==> src/rtl/sih_pkg.sv <==
package sih_pkg;

    localparam int REG_ADDR_W = 3;
    localparam int REG_DATA_W = 8;
    localparam int NUM_LINES  = 2;
    localparam int MAX_SRC    = 8;

    // Register map
    localparam int ADDR_EDGE0 = 4;
    localparam int ADDR_CTRL  = 6;
    localparam int ADDR_FORCE = 7;

    // Control byte fields
    localparam int CTRL_COR_BIT  = 2;
    localparam int CTRL_HOLD_BIT = 1;

    function automatic logic [REG_ADDR_W-1:0] stat_addr(input int line);
        return REG_ADDR_W'(2 * line);
    endfunction

    function automatic logic [REG_ADDR_W-1:0] mask_addr(input int line);
        return REG_ADDR_W'(2 * line + 1);
    endfunction

    function automatic logic [REG_ADDR_W-1:0] edge_addr(input int bit_idx);
        return REG_ADDR_W'(ADDR_EDGE0 + bit_idx / REG_DATA_W);
    endfunction

endpackage

==> src/rtl/sih_edge_detect.sv <==
module sih_edge_detect #(
    parameter int NUM_SRC = 8
) (
    input  logic                   clk,
    input  logic                   rst,
    input  logic [NUM_SRC-1:0]     src_i,
    input  logic [2*NUM_SRC-1:0]   edge_cfg_i,
    output logic [NUM_SRC-1:0]     event_o
);

    typedef struct packed {
        logic [NUM_SRC-1:0] meta;
        logic [NUM_SRC-1:0] sync;
        logic [NUM_SRC-1:0] prev;
    } pipe_t;

    pipe_t pipe_d, pipe_q;

    always_comb begin
        pipe_d      = pipe_q;
        pipe_d.meta = src_i;
        pipe_d.sync = pipe_q.meta;
        pipe_d.prev = pipe_q.sync;
    end

    always_ff @(posedge clk) begin
        if (rst) begin
            pipe_q <= '0;
        end else begin
            pipe_q <= pipe_d;
        end
    end

    for (genvar g = 0; g < NUM_SRC; g++) begin : g_src
        logic rise_w, fall_w;
        assign rise_w     = pipe_q.sync[g] & ~pipe_q.prev[g];
        assign fall_w     = ~pipe_q.sync[g] & pipe_q.prev[g];
        assign event_o[g] = (rise_w & edge_cfg_i[2*g+1]) | (fall_w & edge_cfg_i[2*g]);
    end

endmodule

==> src/rtl/sih_line.sv <==
module sih_line #(
    parameter int NUM_SRC = 8
) (
    input  logic               clk,
    input  logic               rst,
    input  logic [NUM_SRC-1:0] event_i,
    input  logic [NUM_SRC-1:0] force_i,
    input  logic [NUM_SRC-1:0] clear_i,
    input  logic               hold_off_i,
    input  logic [NUM_SRC-1:0] mask_i,
    output logic [NUM_SRC-1:0] status_o,
    output logic               irq_n_o
);

    typedef struct packed {
        logic [NUM_SRC-1:0] status;
        logic [NUM_SRC-1:0] pend;
    } line_t;

    line_t line_d, line_q;
    logic [NUM_SRC-1:0] set_w;
    logic [NUM_SRC-1:0] hold_w;

    assign set_w  = event_i | force_i;
    assign hold_w = event_i & {NUM_SRC{~hold_off_i}};

    always_comb begin
        line_d = line_q;
        for (int i = 0; i < NUM_SRC; i++) begin
            if (line_q.status[i]) begin
                if (clear_i[i]) begin
                    // held event (or a fresh one) keeps the bit set
                    line_d.status[i] = set_w[i] | line_q.pend[i];
                    line_d.pend[i]   = line_q.pend[i] & hold_w[i];
                end else begin
                    line_d.pend[i]   = line_q.pend[i] | hold_w[i];
                end
            end else begin
                line_d.status[i] = set_w[i];
                line_d.pend[i]   = 1'b0;
            end
        end
    end

    always_ff @(posedge clk) begin
        if (rst) begin
            line_q <= '0;
        end else begin
            line_q <= line_d;
        end
    end

    assign status_o = line_q.status;
    assign irq_n_o  = ~|(line_q.status & ~mask_i);

endmodule

==> src/rtl/sih_bank.sv <==
module sih_bank
    import sih_pkg::*;
#(
    parameter int NUM_SRC = 8
) (
    input  logic                  clk,
    input  logic                  rst,
    input  logic [NUM_SRC-1:0]    src_i,
    input  logic [REG_ADDR_W-1:0] reg_addr_i,
    input  logic                  reg_wr_i,
    input  logic                  reg_rd_i,
    input  logic [REG_DATA_W-1:0] reg_wdata_i,
    output logic [REG_DATA_W-1:0] reg_rdata_o,
    output logic                  irq1_n_o,
    output logic                  irq2_n_o
);

    localparam int EDGE_W = 2 * NUM_SRC;

    typedef struct packed {
        logic [NUM_LINES-1:0][NUM_SRC-1:0] mask;
        logic [EDGE_W-1:0]                 edge_cfg;
        logic                              cor;
        logic                              hold_off;
    } cfg_t;

    cfg_t cfg_d, cfg_q;

    logic [NUM_SRC-1:0] ev;
    logic [NUM_SRC-1:0] force_vec;
    logic [NUM_SRC-1:0] stat  [NUM_LINES];
    logic [NUM_SRC-1:0] clr   [NUM_LINES];
    logic [NUM_LINES-1:0] irq_n;

    // configuration registers
    always_comb begin
        cfg_d = cfg_q;
        if (reg_wr_i) begin
            for (int l = 0; l < NUM_LINES; l++) begin
                if (reg_addr_i == mask_addr(l)) begin
                    cfg_d.mask[l] = reg_wdata_i[NUM_SRC-1:0];
                end
            end
            for (int b = 0; b < EDGE_W; b++) begin
                if (reg_addr_i == edge_addr(b)) begin
                    cfg_d.edge_cfg[b] = reg_wdata_i[b % REG_DATA_W];
                end
            end
            if (reg_addr_i == REG_ADDR_W'(ADDR_CTRL)) begin
                cfg_d.cor      = reg_wdata_i[CTRL_COR_BIT];
                cfg_d.hold_off = reg_wdata_i[CTRL_HOLD_BIT];
            end
        end
    end

    always_ff @(posedge clk) begin
        if (rst) begin
            cfg_q.mask     <= '1;
            cfg_q.edge_cfg <= '0;
            cfg_q.cor      <= 1'b0;
            cfg_q.hold_off <= 1'b0;
        end else begin
            cfg_q <= cfg_d;
        end
    end

    assign force_vec = (reg_wr_i && reg_addr_i == REG_ADDR_W'(ADDR_FORCE))
                       ? reg_wdata_i[NUM_SRC-1:0] : '0;

    sih_edge_detect #(.NUM_SRC(NUM_SRC)) u_edge (
        .clk        (clk),
        .rst        (rst),
        .src_i      (src_i),
        .edge_cfg_i (cfg_q.edge_cfg),
        .event_o    (ev)
    );

    for (genvar l = 0; l < NUM_LINES; l++) begin : g_line
        logic hit_w;
        assign hit_w = (reg_addr_i == stat_addr(l));

        always_comb begin
            clr[l] = '0;
            if (hit_w && reg_rd_i && cfg_q.cor) begin
                clr[l] = stat[l];
            end else if (hit_w && reg_wr_i && !cfg_q.cor) begin
                clr[l] = reg_wdata_i[NUM_SRC-1:0];
            end
        end

        sih_line #(.NUM_SRC(NUM_SRC)) u_line (
            .clk        (clk),
            .rst        (rst),
            .event_i    (ev),
            .force_i    (force_vec),
            .clear_i    (clr[l]),
            .hold_off_i (cfg_q.hold_off),
            .mask_i     (cfg_q.mask[l]),
            .status_o   (stat[l]),
            .irq_n_o    (irq_n[l])
        );
    end

    // read mux
    always_comb begin
        reg_rdata_o = '0;
        for (int l = 0; l < NUM_LINES; l++) begin
            if (reg_addr_i == stat_addr(l)) reg_rdata_o[NUM_SRC-1:0] = stat[l];
            if (reg_addr_i == mask_addr(l)) reg_rdata_o[NUM_SRC-1:0] = cfg_q.mask[l];
        end
        for (int b = 0; b < EDGE_W; b++) begin
            if (reg_addr_i == edge_addr(b)) reg_rdata_o[b % REG_DATA_W] = cfg_q.edge_cfg[b];
        end
        if (reg_addr_i == REG_ADDR_W'(ADDR_CTRL)) begin
            reg_rdata_o[CTRL_COR_BIT]  = cfg_q.cor;
            reg_rdata_o[CTRL_HOLD_BIT] = cfg_q.hold_off;
        end
    end

    assign irq1_n_o = irq_n[0];
    assign irq2_n_o = irq_n[1];

endmodule

==> config.mk <==
export PLATFORM = sky130hd
export DESIGN_NAME = sih_bank
export DESIGN_NICKNAME = d
export VERILOG_FILES = /design/src/rtl/sih_pkg.sv /design/src/rtl/sih_edge_detect.sv /design/src/rtl/sih_line.sv /design/src/rtl/sih_bank.sv
export SDC_FILE = /design/constraint.sdc
export NUM_CORES = 1
export LEC_CHECK = 0
export BUFFER_PORTS_ARGS = -buffer_cell sky130_fd_sc_hd__buf_2
export CAP_MARGIN = 40
export CELL_PAD_IN_SITES_DETAIL_PLACEMENT = 1
export CELL_PAD_IN_SITES_GLOBAL_PLACEMENT = 1
export CORE_ASPECT_RATIO = 1.75
export CORE_MARGIN = 2
export CORE_UTILIZATION = 25
export CTS_BUF_LIST = sky130_fd_sc_hd__clkbuf_4 sky130_fd_sc_hd__clkbuf_8
export DETAILED_ROUTE_END_ITERATION = 12
export PLACE_DENSITY = 0.56
export SETUP_SLACK_MARGIN = 0.3
export SLEW_MARGIN = 10
export SYNTH_ARGS = -nofsm -noshare
export SYNTH_HDL_FRONTEND = slang
export SYNTH_SLANG_ARGS = --single-unit
export TNS_END_PERCENT = 10
==> constraint.sdc <==
create_clock -name clk -period 1.6 [get_ports clk]
set_input_delay 0 -clock clk [delete_from_list [all_inputs] [get_ports clk]]
set_output_delay 0 -clock clk [all_outputs]
set_load 0.01 [all_outputs]
### Yosys cells after proc, flatten, opt, wreduce, memory -nomap -nowiden

Cells that the tools add are included.

* multiplexer cells: 74
* bitwise operators: 127
* reductions and logical operators: 36
* equality and inequality tests: 7

Operators with widths (number)
* $mux 8: 9
* $mux 1: 64
* $and 1x1->1: 48
* $or 1x1->1: 40
* $not 1->1: 33
* $reduce_or 2->1: 16
* $and 8x8->8: 3
* $not 8->8: 2
* $reduce_or 8->1: 2
* $eq 3x3->1 const B: 4
* $reduce_and 2->1: 5
* $logic_and 1x1->1: 9
* $or 8x8->8: 1
* $eq 3x2->1 const B: 2
* $eq 3x1->1 const B: 1
* $logic_not 1->1: 3
* $logic_not 3->1: 1
* $mux 2: 1

* bits in registers: 90
* input port bits: 23
* logic and storage cells: 271

### Logic depth before layout (Yosys ltp)

Gate-level depths: netlist of the first run.

* depth after elaboration: 8
* gate-level depth with buffers: 7

### By module

A second synthesis of the first run with hierarchy kept.

* cells, all modules: 470
* area, all modules: 4498.1 µm²

By module, submodules not included
* sih_bank: instances 1, cells an instance 206, area an instance 1998.2 µm², sequential area each 680.7 µm²
* sih_line: instances 2, cells an instance 95, area an instance 838.3 µm², sequential area each 320.3 µm²
* sih_edge_detect: instances 1, cells an instance 74, area an instance 823.3 µm², sequential area each 480.5 µm²

### Worst setup path before layout of the first run

OpenSTA, ideal clock, no wires.

* path kind: reg-to-reg
* start: reg cfg_q[1] (netlist bit)
* end: reg g_line[0].u_line.line_q (netlist bit g_line[0].u_line.status_o[0])
* cell stages (with the launch flop): 7
* data required time: 1.479 ns
* arrival time: 1.174 ns
* path slack: 0.304 ns
* path buffers: 2
* period minus slack after synthesis: 1.296 ns
* setup time: 0.121 ns
* path through: dfxtp_1 and3b_1 buf_2 nand2_1 buf_2 a21oi_1 o21ai_0

* word-level cells in the longest chain between the ends: 6
* elaborated cells on any way between the ends: 7

RTL lines
* start, declared: line sih_bank.sv:27 `cfg_t cfg_d, cfg_q;`
* start signal, assigned: line sih_bank.sv:63 `cfg_q <= cfg_d;`
* $logic_not 1->1: line sih_bank.sv:86 `end else if (hit_w && reg_wr_i && !cfg_q.cor) begin`
* $logic_and 1x1->1: line sih_bank.sv:86
* $mux 8: line sih_bank.sv:86
* $mux 8 *: line sih_bank.sv:84 `if (hit_w && reg_rd_i && cfg_q.cor) begin`
* $mux 1 *: line sih_line.sv:31 `if (clear_i[i]) begin`
* $mux 1 *: line sih_line.sv:30 `if (line_q.status[i]) begin`
* end signal, assigned: line sih_line.sv:49 `line_q <= line_d;`
* end, declared: line sih_line.sv:20 `line_t line_d, line_q;`

Every way passes the cells marked *; elsewhere a longest branch is shown, timed or not.
A chain may end at the register's enable or synchronous reset.

### Worst setup path in the final report of the first run

* start: reg cfg_q[27] (netlist bit)
* end: out reg_rdata_o[1]

* word-level cells in the longest chain between the ends: 4

RTL lines
* $mux 8: line sih_bank.sv:109 `if (reg_addr_i == mask_addr(l)) reg_rdata_o[NUM_SRC-1:0] = cfg_q.mask[l];`
* $mux 1 (2 in a row): line sih_bank.sv:112 `if (reg_addr_i == edge_addr(b)) reg_rdata_o[b % REG_DATA_W] = cfg_q.edge_cfg[b];`
* $mux 2: line sih_bank.sv:114 `if (reg_addr_i == REG_ADDR_W'(ADDR_CTRL)) begin`
* end, declared: line sih_bank.sv:13 `output logic [REG_DATA_W-1:0] reg_rdata_o,`

Every way passes these cells.

==> results of run 1 <==
## registers in the layout, indices dropped and copies added, names as in the netlist
register	cells
u_edge.pipe_d	16
g_line.u_line.line_q	16
g_line.u_line.status_o	16
cfg_q	34
u_edge.pipe_q	8
## repair_timing
item	4_1_cts	5_1_grt
gates cloned	1	0
endpoints found under the hold margin	24	0
setup buffers	5	5
hold buffers	15	0
resized for setup	35	112
setup endpoints to repair	42	40
pin swaps	6	70
## metrics by stage
| step | instance area [µm²] | utilization (%) | hold WS [ns] | worst slack [ns] |
|---|---|---|---|---|
| 3_5_place_dp | 4600 | 28.2 | 0.219 | -0.00723 |
| 2_1_floorplan | 4140 | - | 0.118 | 0.304 |
| 4_1_cts | 5120 | 31.4 | 0.0209 | 0.0724 |
| 5_1_grt | 5490 | 33.7 | 0.0444 | -0.0000804 |
| 6_report | 5490 | 33.7 | 0.0423 | 0.0532 |
| 3_3_place_gp | 4600 | 28.2 | 0.207 | 0.0497 |
## synthesized netlist by cell type (6+ instances only)
cell type,n
dfxtp_1,90
nand2_1,62
nor2b_1,44
a21oi_1,40
inv_1,27
nand3b_1,24
o21ai_0,24
a211o_1,16
o22ai_1,14
clkbuf_1,13
nor2_1,12
a211oi_1,10
o211ai_1,10
nand2b_1,9
a32oi_1,8
buf_2,8
mux2i_1,8
mux4_2,8
a21boi_0,6
a31o_2,6
## worst reg2reg max path: stages, from the launching register on
cell and delay (ns):
dfxtp_4 0.37, buf_8 0.13, nor3b_4 0.31, a32oi_2 0.17
buf_4 0.20, o21ai_2 0.13, a21oi_1 0.07
## cells by family after synthesis
group                  after synthesis  synth area share [%]
AND/OR/NAND/NOR                    166                  22.7
multiplexers                        16                  6.28
AO/OA/AOI/OAI                      136                  21.3
buffers and inverters               56                  6.22
flip-flops                          90                  43.5
## power by group
group          switching, mW  internal, mW  leakage (nW)  total (mW)
sequential            0.0491          2.29         0.738        2.34
combinational          0.306         0.243          1.04       0.549
clock                  0.819         0.827         0.110        1.65
total                   1.17          3.36          1.89        4.54
## layer usage
layer  vias up  share of wire (%)  track usage (%)
met3        21                2.5             2.01
met2        61                 55             30.1
met4         0                3.3             6.81
met1      1839                 39             18.8
met5         -                  0                0
li1       1762                  -                -
## how the worst max path moves through the flow
stage                     startpoint                            to  cells after the start
after CTS                  cfg_q[28]                reg_rdata_o[2]                      4
final                      cfg_q[27]                reg_rdata_o[1]                      4
after floorplan             cfg_q[1]  g_line[0].u_line.status_o[0]                      6
after detailed placement    cfg_q[1]  g_line[0].u_line.status_o[2]                      5
after global placement      cfg_q[1]  g_line[0].u_line.status_o[0]                      5
after global routing        cfg_q[3]                reg_rdata_o[1]                      6
## layout make-up
type	count	area, µm²
Clock buffer	12	159
Clock inverter	4	48.8
Fill cell	1875	10800
Inverter	27	106
Multi-Input combinational cell	318	2420
Sequential cell	90	1860
Tap cell	192	240
Timing Repair Buffer	79	652
==> impl_metrics.env, run 1 <==
export IMPL_outcome="finished, final reports clean"
export IMPL_cp_slowest_stage_delay_ns=0.51
export IMPL_clk_latency_ns=0.36
export IMPL_wire_per_inst_um=19.8
export IMPL_relSlewSlack_pct=21.1
export IMPL_period_minus_slack_ns=1.55
export IMPL_synth_avg_cell_area_um2=8.93
export IMPL_hold_path_class="input port to flip-flop"
export IMPL_nNetsFinal=548
export IMPL_synth_area_leader_cell="dfxtp_1"
export IMPL_r2r_end="g_line[1].u_line.status_o[7]"
export IMPL_num_vias=3683
export IMPL_cts_buffers_inserted=9
export IMPL_dieArea_mm2=0.0177
export IMPL_rsz0062_at_grt="yes"
export IMPL_synth_top_area_share_pct=43.5
export IMPL_tightest_slew_ns=1.18
export IMPL_mostFrequentLayoutCells="nand2_1 (61), dfxtp_1 (59), nor2b_1 (44)"
export IMPL_ant_nets=0
export IMPL_area_growth_pct=32.4
export IMPL_grt_first_pass_wirelength_um=22000
export IMPL_hold_depth=3
export IMPL_start_util_pct=25.4
export IMPL_clockRootBuffer="clkbuf_8"
export IMPL_final_cells=722
export IMPL_synth_area_mm2=0.00414
export IMPL_yosys_warnings=0
export IMPL_dpl_hpwl_um=10200
export IMPL_fin_crit_sh_pct=96.7
export IMPL_required_ns=1.60
export IMPL_r2r_slack_ns=0.13
export IMPL_rows=62
export IMPL_fin_worst_skew_ns=0.0121
export IMPL_wl_um=14300
export IMPL_crit_chain="mux4_2, nor2_4, o21ai_2, buf_2"
export IMPL_crit_fanout=3
export IMPL_min_delay_worst_endpoint="cfg_q[12]"
export IMPL_core_mm2=0.0163
export IMPL_slowest_stage="mux4_2"
export IMPL_fin_tns_setup_ns=0
export IMPL_cp_top_family="multiplexers"
export IMPL_reg2reg_depth=6
export IMPL_final_common_cell="nand2_1"
export IMPL_drt_initial_drc_count=139
export IMPL_die_width_um=101
export IMPL_post_place_cells=680
export IMPL_cts_buffer_depth=2
export IMPL_die_y_um=174
export IMPL_clkTransAtPathRegs_ns=0.09
export IMPL_maxCapViolations=0
export IMPL_power_mw=4.54
export IMPL_worst_path_buf_inv=1
export IMPL_setup_worst_path_end_class="output pin"
export IMPL_synth_area_top_cells="dfxtp_1 (43%), nor2b_1 (6.6%), nand2_1 (5.6%), a21oi_1 (4.8%), mux4_2 (4.3%)"
export IMPL_io_pin_count=33
export IMPL_power_leakage_nw=1.89
export IMPL_n_antenna_cell=0
export IMPL_cts_sinks=90
export IMPL_cts_tree="yes"
export IMPL_synthCells=464
export IMPL_worstSetupPathType="flip-flop to output pin"
export IMPL_via_per_inst=5.10
export IMPL_slew_viol_final=0
export IMPL_synth_cell_types=35
export IMPL_drc=0
export IMPL_layout_drive_gt1_share_pct=35.8
export IMPL_synth_edf_count=0
export IMPL_ys_seq_elements=90
export IMPL_min_from="reg_wdata_i[2]"
export IMPL_syn_nets=487
export IMPL_synthArstFlopShare_pct=0
export IMPL_finalSetupViolations=0
export IMPL_ctsHtreeMaxLevel=3
export IMPL_start_kind="flip-flop"
export IMPL_peakVddDrop_mv=0.472
export IMPL_grt_overflow_total=0
export IMPL_gp_congestion=0.815
export IMPL_grt_max_degree=85
export IMPL_clock_fmax_mhz=647
export IMPL_rr_startpoint="cfg_q[1]"
export IMPL_drtPass1Iterations=4
export IMPL_yosysSeqAreaShare_pct=43.5
export IMPL_p_per_area_mw_per_mm2=827
export IMPL_finalHoldViolCount=0
export IMPL_io_buffers=32
export IMPL_grt_pass1_vias=3872
export IMPL_synth_ff_type="dfxtp_1"
export IMPL_worstPathArrival_ns=1.55
export IMPL_grtUsageTotal_pct=16.5
export IMPL_antenna_found_initial=0
Note: power is estimated with default switching activity, not from simulation.
==> run 2, diff against run 1 <==
--- a/config.mk
+++ b/config.mk
@@ -11,11 +11,12 @@
 export CELL_PAD_IN_SITES_GLOBAL_PLACEMENT = 1
 export CORE_ASPECT_RATIO = 1.75
 export CORE_MARGIN = 2
-export CORE_UTILIZATION = 25
+export CORE_UTILIZATION = 47
 export CTS_BUF_LIST = sky130_fd_sc_hd__clkbuf_4 sky130_fd_sc_hd__clkbuf_8
 export DETAILED_ROUTE_END_ITERATION = 12
-export PLACE_DENSITY = 0.56
+export PLACE_DENSITY = 0.89
 export SETUP_SLACK_MARGIN = 0.3
+export SKIP_LAST_GASP = 1
 export SLEW_MARGIN = 10
 export SYNTH_ARGS = -nofsm -noshare
 export SYNTH_HDL_FRONTEND = slang
==> run 2 against run 1 <==
Critical path depth is the same. Largest cell class unchanged. Wire length shrank 6.5%. Highest routed layer unchanged. Critical path type is now flip-flop to flip-flop. Count of clock-buffer cells in the layout shrank 1. Flip-flop and latch count is the same. Largest power group unchanged. Worst setup slack lost 0.0025 ns.
==> impl_metrics.env, run 2 (synthesized netlist as in run 1, its figures left out) <==
export IMPL_combPwrFrac_pct=10.8
export IMPL_slew_viol_final=0
export IMPL_drt_initial_drc_count=327
export IMPL_cp_slowest_stage_delay_ns=0.42
export IMPL_fillers=1008
export IMPL_ant_nets=0
export IMPL_setup_worst_path_end_class="flip-flop"
export IMPL_grtUsageTotal_pct=29.4
export IMPL_fin_util_pct=57.2
export IMPL_ctsHtreeMaxLevel=3
export IMPL_die_y_um=128
export IMPL_r2r_slack_ns=0.05
export IMPL_mostFrequentLayoutCells="dfxtp_1 (75), nand2_1 (61), nor2b_1 (44)"
export IMPL_cp_startpoint="cfg_q[1]"
export IMPL_start_util_pct=48.1
export IMPL_gp_congestion=0.841
export IMPL_p_switching_mw=1.14
export IMPL_min_delay_worst_endpoint="cfg_q[28]"
export IMPL_clockRootBuffer="clkbuf_8"
export IMPL_io_buffers=32
export IMPL_dieArea_mm2=0.00961
export IMPL_tightest_slew_ns=0.546
export IMPL_cts_buffer_depth=2
export IMPL_power_leakage_nw=1.74
export IMPL_clock_power_share_pct=36.7
export IMPL_fin_worst_skew_ns=0.00890
export IMPL_core_mm2=0.00861
export IMPL_p_per_area_mw_per_mm2=906
export IMPL_p_seq_share_pct=52.5
export IMPL_drc=0
export IMPL_dpl_hpwl_um=9140
export IMPL_rsz0062_at_grt="yes"
export IMPL_clock_fmax_mhz=645
export IMPL_required_ns=1.89
export IMPL_wl_um=13400
export IMPL_peakVddDrop_mv=0.771
export IMPL_rr_startpoint="cfg_q[1]"
export IMPL_antenna_found_initial=0
export IMPL_crit_chain="and3b_2, a32oi_1, o21ai_0, a21boi_0"
export IMPL_start_kind="flip-flop"
export IMPL_clkTransAtPathRegs_ns=0.09
export IMPL_reg2reg_depth=4
export IMPL_crit_fanout=5
export IMPL_hold_depth=2
export IMPL_maxCapViolations=0
export IMPL_area_growth_pct=18.9
export IMPL_wire_per_inst_um=21.0
export IMPL_drtPass1Iterations=5
export IMPL_slowest_stage="a32oi_1"
export IMPL_via_per_inst=6.03
export IMPL_internal_power_mw=3.33
export IMPL_die_width_um=75.0
export IMPL_grt_first_pass_wirelength_um=20800
export IMPL_hold_path_class="input port to flip-flop"
export IMPL_grt_pass1_vias=4014
export IMPL_worstSetupPathType="flip-flop to flip-flop"
export IMPL_num_vias=3848
export IMPL_r2r_end="g_line[1].u_line.line_q[2]"
export IMPL_largest_reg_flops=34
export IMPL_cts_buffers_inserted=9
export IMPL_finalSetupViolations=0
export IMPL_io_pin_count=33
export IMPL_min_from="rst"
export IMPL_regMostFlops="cfg_q"
export IMPL_cts_tree="yes"
export IMPL_final_common_cell="dfxtp_1"
export IMPL_worstPathArrival_ns=1.84
export IMPL_outcome="finished, final reports clean"
export IMPL_fin_crit_sh_pct=96.8
export IMPL_grt_max_degree=41
export IMPL_nNetsFinal=539
export IMPL_switching_share_pct=25.5
export IMPL_grt_overflow_total=0
export IMPL_relSlewSlack_pct=63.5
export IMPL_worst_path_buf_inv=0
export IMPL_power_mw=4.46
export IMPL_rows=45
export IMPL_finalHoldViolCount=0
export IMPL_clk_latency_ns=0.37
export IMPL_layout_drive_gt1_share_pct=22.5
export IMPL_cp_top_family="compound AO/OA/AOI/OAI gates"
export IMPL_cts_sinks=90
export IMPL_period_minus_slack_ns=1.55
export IMPL_n_antenna_cell=0
[run 2: cell types whose count changed in the layout (fill, tap and decap cells not counted), sizes merged]
cell	before	now
buf	64	54
clkbuf	12	11
clkinv	2	1
clkinvlp	0	1
dlygate4sd3	15	16
inv	28	29
[run 2: stage by stage]
step           std cells  hold WS [ns]  area, µm²  worst slack (ns)  TNS (ns)
2_1_floorplan        464         0.118       4140             0.304         0
3_3_place_gp         601         0.209       4450             0.137         0
3_5_place_dp         601         0.218       4450            0.0153         0
4_1_cts              636        0.0494       4870            0.0456         0
5_1_grt              638        0.0710       4930          -0.00445  -0.00780
6_report             638        0.0479       4930            0.0507         0
[run 2: how the worst max path moves through the flow]
stage                     slack [ns]  cells past startpoint                           end
after global routing          -0.004                      5                reg_rdata_o[1]
after floorplan                 0.30                      6  g_line[0].u_line.status_o[0]
after CTS                       0.05                      4                reg_rdata_o[2]
after global placement          0.14                      6  g_line[0].u_line.status_o[6]
final                           0.05                      4    g_line[1].u_line.line_q[2]
after detailed placement        0.02                      5  g_line[0].u_line.status_o[5]
[run 2: layout make-up]
cell class              count  area [µm²]  area share (%)
flip-flops and latches     90        1830            37.0
inverters                  27         101            2.06
clock inverters             5        60.1            1.22
well taps                 117         146            2.97
clock buffers              11         151            3.07
repair buffers             70         514            10.4
multi-input cells         318        2130            43.2
[run 2: power groups by stage]
stage | combinational, mW | clock (mW) | sequential [mW]
after global placement | 0.416 | 0 | 2.39
after floorplan | 0.280 | 0 | 2.37
final | 0.482 | 1.64 | 2.34
after CTS | 0.468 | 1.66 | 2.34
after detailed placement | 0.428 | 0 | 2.39
after global routing | 0.519 | 1.74 | 2.35
[run 2: timing repair]
action	4_1_cts	5_1_grt
hold buffers	16	0
gates resized for setup	13	21
pin swaps	2	4
endpoints found under the hold margin	29	0
endpoints found under the setup margin	41	39
buffers inserted	3	2
[run 2: metal layers]
layer / up-vias / routed length, µm / track usage (%)
li1: 1742 / - / -
met3: 63 / 552 / 5.27
met4: 0 / 940 / 20.2
met5: - / 0 / 0
met2: 149 / 6920 / 49.6
met1: 1894 / 4960 / 31.9
